==> src/rtl/cof_trace_pkg.sv <==
`timescale 1ns/1ps
package cof_trace_pkg;
    localparam int ADDR_W = 16;
    localparam int DEPTH  = 12;
    localparam int PTR_W  = $clog2(DEPTH);

    typedef struct packed {
        logic              inv;
        logic [ADDR_W-1:0] addr;
    } trace_entry_t;

    localparam int ENTRY_W = $bits(trace_entry_t);

    function automatic logic [PTR_W-1:0] slot_after(input logic [PTR_W-1:0] p);
        return (p == PTR_W'(DEPTH - 1)) ? '0 : p + 1'b1;
    endfunction
endpackage

==> src/rtl/cof_trace_ptr.sv <==
`timescale 1ns/1ps
module cof_trace_ptr
    import cof_trace_pkg::*;
(
    input  logic             clk,
    input  logic             rst,
    input  logic             adv,
    output logic [PTR_W-1:0] ptr,
    output logic [PTR_W-1:0] ptr_nxt
);
    assign ptr_nxt = slot_after(ptr);

    always_ff @(posedge clk) begin
        if (rst)
            ptr <= '0;
        else if (adv)
            ptr <= ptr_nxt;
    end
endmodule

==> src/rtl/cof_trace_store.sv <==
`timescale 1ns/1ps
module cof_trace_store
    import cof_trace_pkg::*;
(
    input  logic             clk,
    input  logic             rst,
    input  logic             we_cur,
    input  logic [PTR_W-1:0] idx_cur,
    input  trace_entry_t     din_cur,
    input  logic             we_tgt,
    input  logic [PTR_W-1:0] idx_tgt,
    input  trace_entry_t     din_tgt,
    input  logic [PTR_W-1:0] rd_idx,
    output trace_entry_t     rd_entry
);
    trace_entry_t slots [DEPTH];

    for (genvar i = 0; i < DEPTH; i++) begin : g_slot
        always_ff @(posedge clk) begin
            if (rst)
                slots[i] <= '0;
            else if (we_tgt && idx_tgt == PTR_W'(i))
                slots[i] <= din_tgt;
            else if (we_cur && idx_cur == PTR_W'(i))
                slots[i] <= din_cur;
        end
    end

    always_comb begin
        rd_entry = '0;
        for (int i = 0; i < DEPTH; i++)
            if (rd_idx == PTR_W'(i))
                rd_entry = slots[i];
    end
endmodule

==> src/rtl/cof_trace_buffer.sv <==
`timescale 1ns/1ps
module cof_trace_buffer
    import cof_trace_pkg::*;
(
    input  logic               clk,
    input  logic               rst,
    input  logic               debug_mode,
    input  logic               ret_valid,
    input  logic [ADDR_W-1:0]  ret_pc,
    input  logic               ret_cof,
    input  logic               ret_cond,
    input  logic               ret_taken,
    input  logic [ADDR_W-1:0]  ret_target,
    input  logic               rd_strobe,
    output logic               rd_valid,
    output logic [ENTRY_W-1:0] rd_data
);
    logic             live, rd_go, is_branch, fell_through, adv;
    logic             we_tgt;
    logic [PTR_W-1:0] ptr, ptr_nxt;
    trace_entry_t     din_cur, din_tgt, rd_entry;

    assign live         = ret_valid & ~debug_mode;
    assign rd_go        = rd_strobe & debug_mode;
    assign is_branch    = live & ret_cof;
    assign fell_through = ret_cond & ~ret_taken;
    assign adv          = is_branch | rd_go;
    assign we_tgt       = is_branch & ~fell_through;

    always_comb begin
        din_cur.inv  = ret_cof & fell_through;
        din_cur.addr = ret_pc;
        din_tgt.inv  = 1'b0;
        din_tgt.addr = ret_target;
    end

    cof_trace_ptr u_ptr (
        .clk     (clk),
        .rst     (rst),
        .adv     (adv),
        .ptr     (ptr),
        .ptr_nxt (ptr_nxt)
    );

    cof_trace_store u_store (
        .clk      (clk),
        .rst      (rst),
        .we_cur   (live),
        .idx_cur  (ptr),
        .din_cur  (din_cur),
        .we_tgt   (we_tgt),
        .idx_tgt  (ptr_nxt),
        .din_tgt  (din_tgt),
        .rd_idx   (ptr_nxt),
        .rd_entry (rd_entry)
    );

    always_ff @(posedge clk) begin
        if (rst) begin
            rd_valid <= 1'b0;
            rd_data  <= '0;
        end else begin
            rd_valid <= rd_go;
            if (rd_go)
                rd_data <= rd_entry;
        end
    end
endmodule

==> config.mk <==
export PLATFORM = sky130hd
export DESIGN_NAME = cof_trace_buffer
export DESIGN_NICKNAME = d
export VERILOG_FILES = /design/src/rtl/cof_trace_pkg.sv /design/src/rtl/cof_trace_ptr.sv /design/src/rtl/cof_trace_store.sv /design/src/rtl/cof_trace_buffer.sv
export SDC_FILE = /design/constraint.sdc
export NUM_CORES = 1
export LEC_CHECK = 0
export BUFFER_PORTS_ARGS = -buffer_cell sky130_fd_sc_hd__buf_4
export CORE_UTILIZATION = 35
export CTS_BUF_LIST = sky130_fd_sc_hd__clkbuf_4 sky130_fd_sc_hd__clkbuf_8
export CTS_CLUSTER_DIAMETER = 80
export DETAILED_ROUTE_END_ITERATION = 16
export HOLD_SLACK_MARGIN = 0.02
export PLACE_DENSITY_LB_ADDON = 0.05
export SYNTH_ARGS = -nofsm -noshare
export SYNTH_HDL_FRONTEND = slang
export SYNTH_SLANG_ARGS = --single-unit
==> constraint.sdc <==
create_clock -name clk -period 3.2 [get_ports clk]
set_clock_uncertainty 0.05 [all_clocks]
set_input_delay 0.64 -clock clk [delete_from_list [all_inputs] [get_ports clk]]
set_output_delay 0.64 -clock clk [all_outputs]
set_load 0.005 [all_outputs]
# After elaboration in Yosys (flattened, before gate mapping)
# Memories as Yosys holds them, arrays and structs flattened.
# Cells that the tools add are included.
dict set report word_totals {
  reg_bits 22
  mem_bits_rw 204
  mem_count 1
}
dict set report classes {
  add_sub_neg 1
  n_eq_ne 22
  n_mux 123
  n_bitwise 34
  reduce_logical 26
}
# memory words width rd rd_ports_with_merged_regs wr line_no
set mem_list {}
lappend mem_list {u_store.slots 12 17 12 0 12 cof_trace_store.sv:16} ;# trace_entry_t slots [DEPTH];
# cell count
set op_table {}
lappend op_table {{$mux W17} 36}
lappend op_table {{$mux W1} 86}
lappend op_table {{$eq A4 B3 Y1 const B} 8}
lappend op_table {{$eq A4 B4 Y1 const B} 8}
lappend op_table {{$or A1 B1 Y1} 25}
lappend op_table {{$logic_and A1 B1 Y1} 24}
lappend op_table {{$eq A4 B2 Y1 const B} 4}
lappend op_table {{$eq A4 B1 Y1 const B} 2}
lappend op_table {{$logic_not A4 Y1} 2}
lappend op_table {{$and A1 B1 Y1} 6}
lappend op_table {{$add A4 B1 Y4 const B} 1}
lappend op_table {{$mux W4} 1}
lappend op_table {{$not A1 Y1} 3}

# Longest topological paths before layout
dict set report logic_depth {
  word_depth 15
  mapped_depth 11
}

# By module
# A second synthesis with hierarchy kept.
dict set report hier_totals {
  hier_cells 989
  area_unflattened_um2 12111.6
}
# module instances cells_each area_each_um2
set by_module_without_submodules {}
lappend by_module_without_submodules {cof_trace_store 1 874 10983.0}
lappend by_module_without_submodules {cof_trace_buffer 1 88 899.6}
lappend by_module_without_submodules {cof_trace_ptr 1 27 229.0}

# Worst setup path after synthesis
# OpenSTA, ideal clock, no wires.
dict set report synth_timing {
  path_kind {reg2reg}
  startpoint {register u_ptr.ptr[1]}
  endpoint {memory u_store.slots[0][17] (netlist bit) (enable)}
  t_arrival_ns 2.652
  t_required_ns 2.735
  slack_ns 0.084
  path_stages_with_launch 8
  period_less_slack_ns 3.116
  path_cell_list {dfxtp_1 > ha_1 > buf_2 > nor2b_1 > mux2i_4 > nand2_2 > nand2_1 > o21ai_0}
}
# item line_no
set synth_rtl {}
lappend synth_rtl {{start, declared} cof_trace_ptr.sv:8} ;# output logic [PTR_W-1:0] ptr,
lappend synth_rtl {{start signal, assigned} cof_trace_ptr.sv:17} ;# ptr <= ptr_nxt;
lappend synth_rtl {{end, declared} cof_trace_store.sv:16}

# Worst setup path in the final report
dict set report layout_timing {
  startpoint {register u_ptr.ptr[0]}
  endpoint {register rd_data[11]}
}
dict set report layout_via {
  elab_chain_cells 15
  word_cells_on_any_way 27
}
# item line_no
set layout_lines {}
lappend layout_lines {{$add A4 B1 Y4 / $eq A4 B4 Y1 (equally long branches)} cof_trace_pkg.sv:15} ;# return (p == PTR_W'(DEPTH - 1)) ? '0 : p + 1'b1;
lappend layout_lines {{$mux W4 *} cof_trace_pkg.sv:15}
lappend layout_lines {{$logic_not A4 Y1} cof_trace_store.sv:32} ;# if (rd_idx == PTR_W'(i))
lappend layout_lines {{$mux W17 (11 in a row)} cof_trace_store.sv:32}
lappend layout_lines {{$mux W17 *} cof_trace_store.sv:32}
lappend layout_lines {{end signal, assigned} cof_trace_buffer.sv:65} ;# rd_data <= rd_entry;
lappend layout_lines {{end, declared} cof_trace_buffer.sv:16} ;# output logic [ENTRY_W-1:0] rd_data
# Every way passes the cells marked *; elsewhere a longest branch is shown, timed or not.
# A chain may end at the register's enable or synchronous reset.

==> impl_results.rst <==
.. list-table::
   :header-rows: 1

   * - Metric
     - Value
   * - Outcome
     - finished clean
   * - GR Util met3
     - under 10%
   * - Arrival time at the worst endpoint
     - 3.41 ns
   * - Sum of negative setup slack
     - 0 ns
   * - Warning count from the yosys run
     - 0
   * - Synth Flop Type
     - edfxtp_1
   * - Switching portion of total power
     - 27.9%
   * - Remaining design rule violation count
     - 0
   * - Worst r2r src
     - u_ptr.ptr[0]
   * - Type of element launching the critical path
     - register
   * - Net count after synthesis
     - 1213
   * - GR peak layer
     - met2
   * - Total iterations of the first detailed-routing run
     - 5
   * - Internal power
     - roughly 0.0051 W
   * - Share of total power in combinational logic
     - 12.1%
   * - Final slew viol count
     - 0
   * - Final estimated routing congestion in global placement
     - approximately 0.86
   * - Average cell area after synthesis
     - 10.7 um2
   * - Setup repair after global routing missed its margin
     - false
   * - Vert. Die Dim
     - 191 um
   * - Required time of the critical path
     - 3.61 ns
   * - Via count of the first global-routing pass
     - 10500
   * - Worst relative slew slack
     - 33.2%
   * - Per-cell via count in the routed design
     - around 6.2
   * - Commonest non-fill, non-tap cell in the layout
     - edfxtp_1
   * - Endpoint of the most critical register-to-register path
     - rd_data[11]
   * - NetSw
     - 0.00198 W
   * - Final critical-path setup slack
     - 0.205 ns
   * - Final-report setup violation count
     - 0
   * - Final Cycle Share
     - 93.6%
   * - Fin crit period
     - 3.00 ns
   * - WL per Instance
     - 29.0 um
   * - CTS tree
     - built
   * - Post-CTS Repair Setup Buffers
     - 0
   * - Clk pin slew, worst setup/hold paths
     - approximately 0.07 ns
   * - Pwr dens
     - 491 mW/mm2
   * - Post-synthesis register bit count
     - 226
   * - Synth-to-layout area growth
     - 15.1%
   * - GR Overflow Total
     - 0
   * - Die Footprint
     - 0.0366 mm2
   * - Count of buffering cells on the critical path with inverters included
     - 3
   * - Peak Freq
     - 334 MHz
   * - Hold violation count in the final report
     - 0
   * - Post-synthesis instance total
     - 1168
   * - Clk Tree Root Cell
     - clkbuf_8
   * - Number of routed nets with antenna violations
     - 0
   * - Global router's overall resource usage
     - 27.2%
   * - Hold path startpoint
     - rst
   * - Antenna violations before repair
     - 0
   * - Hold crit path type
     - input port to register
   * - P_leak
     - about 5.2 nW
   * - Overall via count from detail_route
     - 10600
   * - Clock network fraction of design power
     - 39.9%
   * - Maximum number of buffers from clock root to sink
     - 3
   * - Commonest non-fill, non-tap cells in the layout
     - edfxtp_1 (204), a22o_1 (176), buf_4 (135), nand2_1 (102), a21oi_1 (93)
   * - Clock Sink Count
     - between 200 and 250
   * - Worst Setup Path Type
     - register to register
   * - Count of standard-cell rows
     - 68
   * - Worst reg2reg path depth
     - 9
   * - Total CTS buffers
     - 42
   * - Clock Latency Late Sink
     - 0.59 ns
   * - Ports placed on the boundary
     - just under 60
   * - X dimension of the die
     - 191 um
   * - Initial core utilization
     - a little over a third
   * - Max-capacitance violation count
     - 0
   * - Register-to-Register Setup Slack
     - 0.20 ns
   * - Worst path max stage delay
     - around 0.55 ns
   * - Post-synth design cell area
     - 0.0125 mm2
   * - Endpoint, Worst Hold
     - u_ptr.ptr[3]
   * - Sequential fraction of design power
     - 47.9%
   * - Number of unique standard cell types used by synthesis
     - between 70 and 80
   * - DRT iter0 DRCs
     - 879
   * - Antenna diodes
     - 0
   * - H-tree level count
     - 2
   * - Most common cell on crit path
     - inv_1
   * - Largest delay share family, worst path
     - simple AND/OR/NAND/NOR gates
   * - M1 GR Usage
     - 35.9%
   * - Slowest library cell on the worst path
     - nor4_2
   * - Final std cells w/o fill
     - 1701
   * - Critical-path cell list
     - buf_4 > inv_1 > ha_2 > inv_1 > nand2_1 > o21ai_0 > o211ai_1 > nor4_2 > o21ai_1
   * - Maximum vdd drop
     - approximately 240 uV
   * - Critical Path End Type
     - register
   * - Placed wire-length estimate
     - 33.0 mm
   * - Slew @ Worst Pin
     - 1.00 ns
   * - Number of I/O port buffers
     - 57
   * - Routed wire length
     - 49.3 mm
   * - Share of post-route cells with drive strength above 1
     - 19.9%
   * - Placeable core region
     - 0.0349 mm2
   * - Largest driver fanout on the critical path
     - 22
   * - Wire length of the first global-routing pass
     - slightly above 70 mm
   * - Largest net degree at the start of global routing
     - 84
   * - Seq/Total Area, Yosys
     - 52.4%
   * - Number of cells on the worst hold path
     - 2
   * - Ys async rst share
     - 0%
   * - Final Net Count
     - 1260
   * - Placement-stage worst setup slack
     - 0.101 ns
   * - Met2 track utilization from global routing
     - between 40% and 50%
   * - Placed insts
     - 1626
   * - Count of flip-flops with a built-in enable after synthesis
     - 204
==> worst max path at each step <==
stage,from,end,depth (start not counted)
6_report,u_ptr.ptr[0],rd_data[11],9
5_1_grt,u_ptr.ptr[0],rd_data[11],9
4_1_cts,u_ptr.ptr[0],rd_data[11],9
3_5_place_dp,u_ptr.ptr[0],rd_data[11],9
3_3_place_gp,u_ptr.ptr[0],rd_data[11],9
2_1_floorplan,u_ptr.ptr[1],u_store.slots[0][17],7
==> Yosys cell counts (4+ instances only) <==
cell       count  area, um2
a221oi_1      22        193
o31ai_1       11       82.6
nor4_1        12       75.1
and3_1         4       25.0
o211ai_1      23        173
a21oi_1       94        470
or3_1          8       50.1
and3b_1        6       52.6
mux2i_4        4       90.1
a311o_1        6       60.1
inv_1         44        165
a22oi_1       22        165
o21ai_0       42        210
nor2b_1        4       25.0
o311ai_0      11       96.3
buf_4          8       60.1
nor2_1        48        180
o2111ai_1      5       43.8
nand2_1      102        383
a32oi_1       27        236
edfxtp_1     204       6130
a22o_1       176       1540
nand3_1        9       45.0
buf_2         38        190
o21ai_1        6       30.0
nor3_1        30        150
and2_1         5       31.3
buf_1          7       26.3
a211oi_1      13       97.6
ha_1           5       62.6
dfxtp_1       22        440
o221ai_1       5       43.8
nand2b_1       6       37.5
clkbuf_1      78        293
==> timing repair <==
| item | in CTS | in global routing |
|---|---|---|
| gates resized for setup | 0 | 1 |
| hold endpoints to repair | 0 | 0 |
| setup endpoints to repair | 0 | 1 |
| hold buffers | 0 | 0 |
==> metrics by stage <==
| step | hold WS, ns | utilization [%] | total power, W | area, um2 |
|---|---|---|---|---|
| 2_1_floorplan | 0.406 | - | 0.00388 | 12500 |
| 3_3_place_gp | 0.415 | 39.0 | 0.00431 | 13600 |
| 3_5_place_dp | 0.413 | 39.0 | 0.00431 | 13600 |
| 4_1_cts | 0.385 | 41.3 | 0.00713 | 14400 |
| 5_1_grt | 0.416 | 41.4 | 0.00729 | 14400 |
| 6_report | 0.411 | 41.4 | 0.00708 | 14400 |
==> layout make-up <==
type / instances / area (um2)
flip-flops and latches: 226 / 6570
well taps: 455 / 569
clock buffers: 61 / 746
inverters: 45 / 169
clock inverters: 14 / 75.1
repair buffers: 138 / 1070
fillers: 3484 / 20500
multi-input cells: 762 / 5230
==> cells by family after synthesis <==
family | share of synthesized area (%)
AND/OR/NAND/NOR | 9.84
flip-flops | 52.4
multiplexers | 1.09
XOR/XNOR | 0.0699
buffers and inverters | 6.20
AO/OA/AOI/OAI | 29.9
adder cells (fa/ha/maj) | 0.499
==> routing by layer <==
layer / vias to the layer above / wire length (um) / part of all wire (%)
li1: 4713 / - / -
met1: 5410 / 21400 / 43
met2: 342 / 23800 / 48
met3: 101 / 2330 / 4.7
met4: 0 / 1740 / 3.5
met5: - / 0 / 0
==> flip-flops by register name, summed over array words and instances (netlist names) <==
register,flops
rd_valid,1
u_store.slots,204
u_ptr.ptr,4
rd_data,17
==> power by group through the flow <==
stage	logic, W	clock network (W)	registers (W)
CTS	0.000858	0.00288	0.00339
finish	0.000858	0.00283	0.00340
floorplan	0.000452	0	0.00343
global route	0.000909	0.00298	0.00340
detailed placement	0.000856	0	0.00345
global placement	0.000855	0	0.00346
No activity file was read; power rests on OpenSTA's default activity.
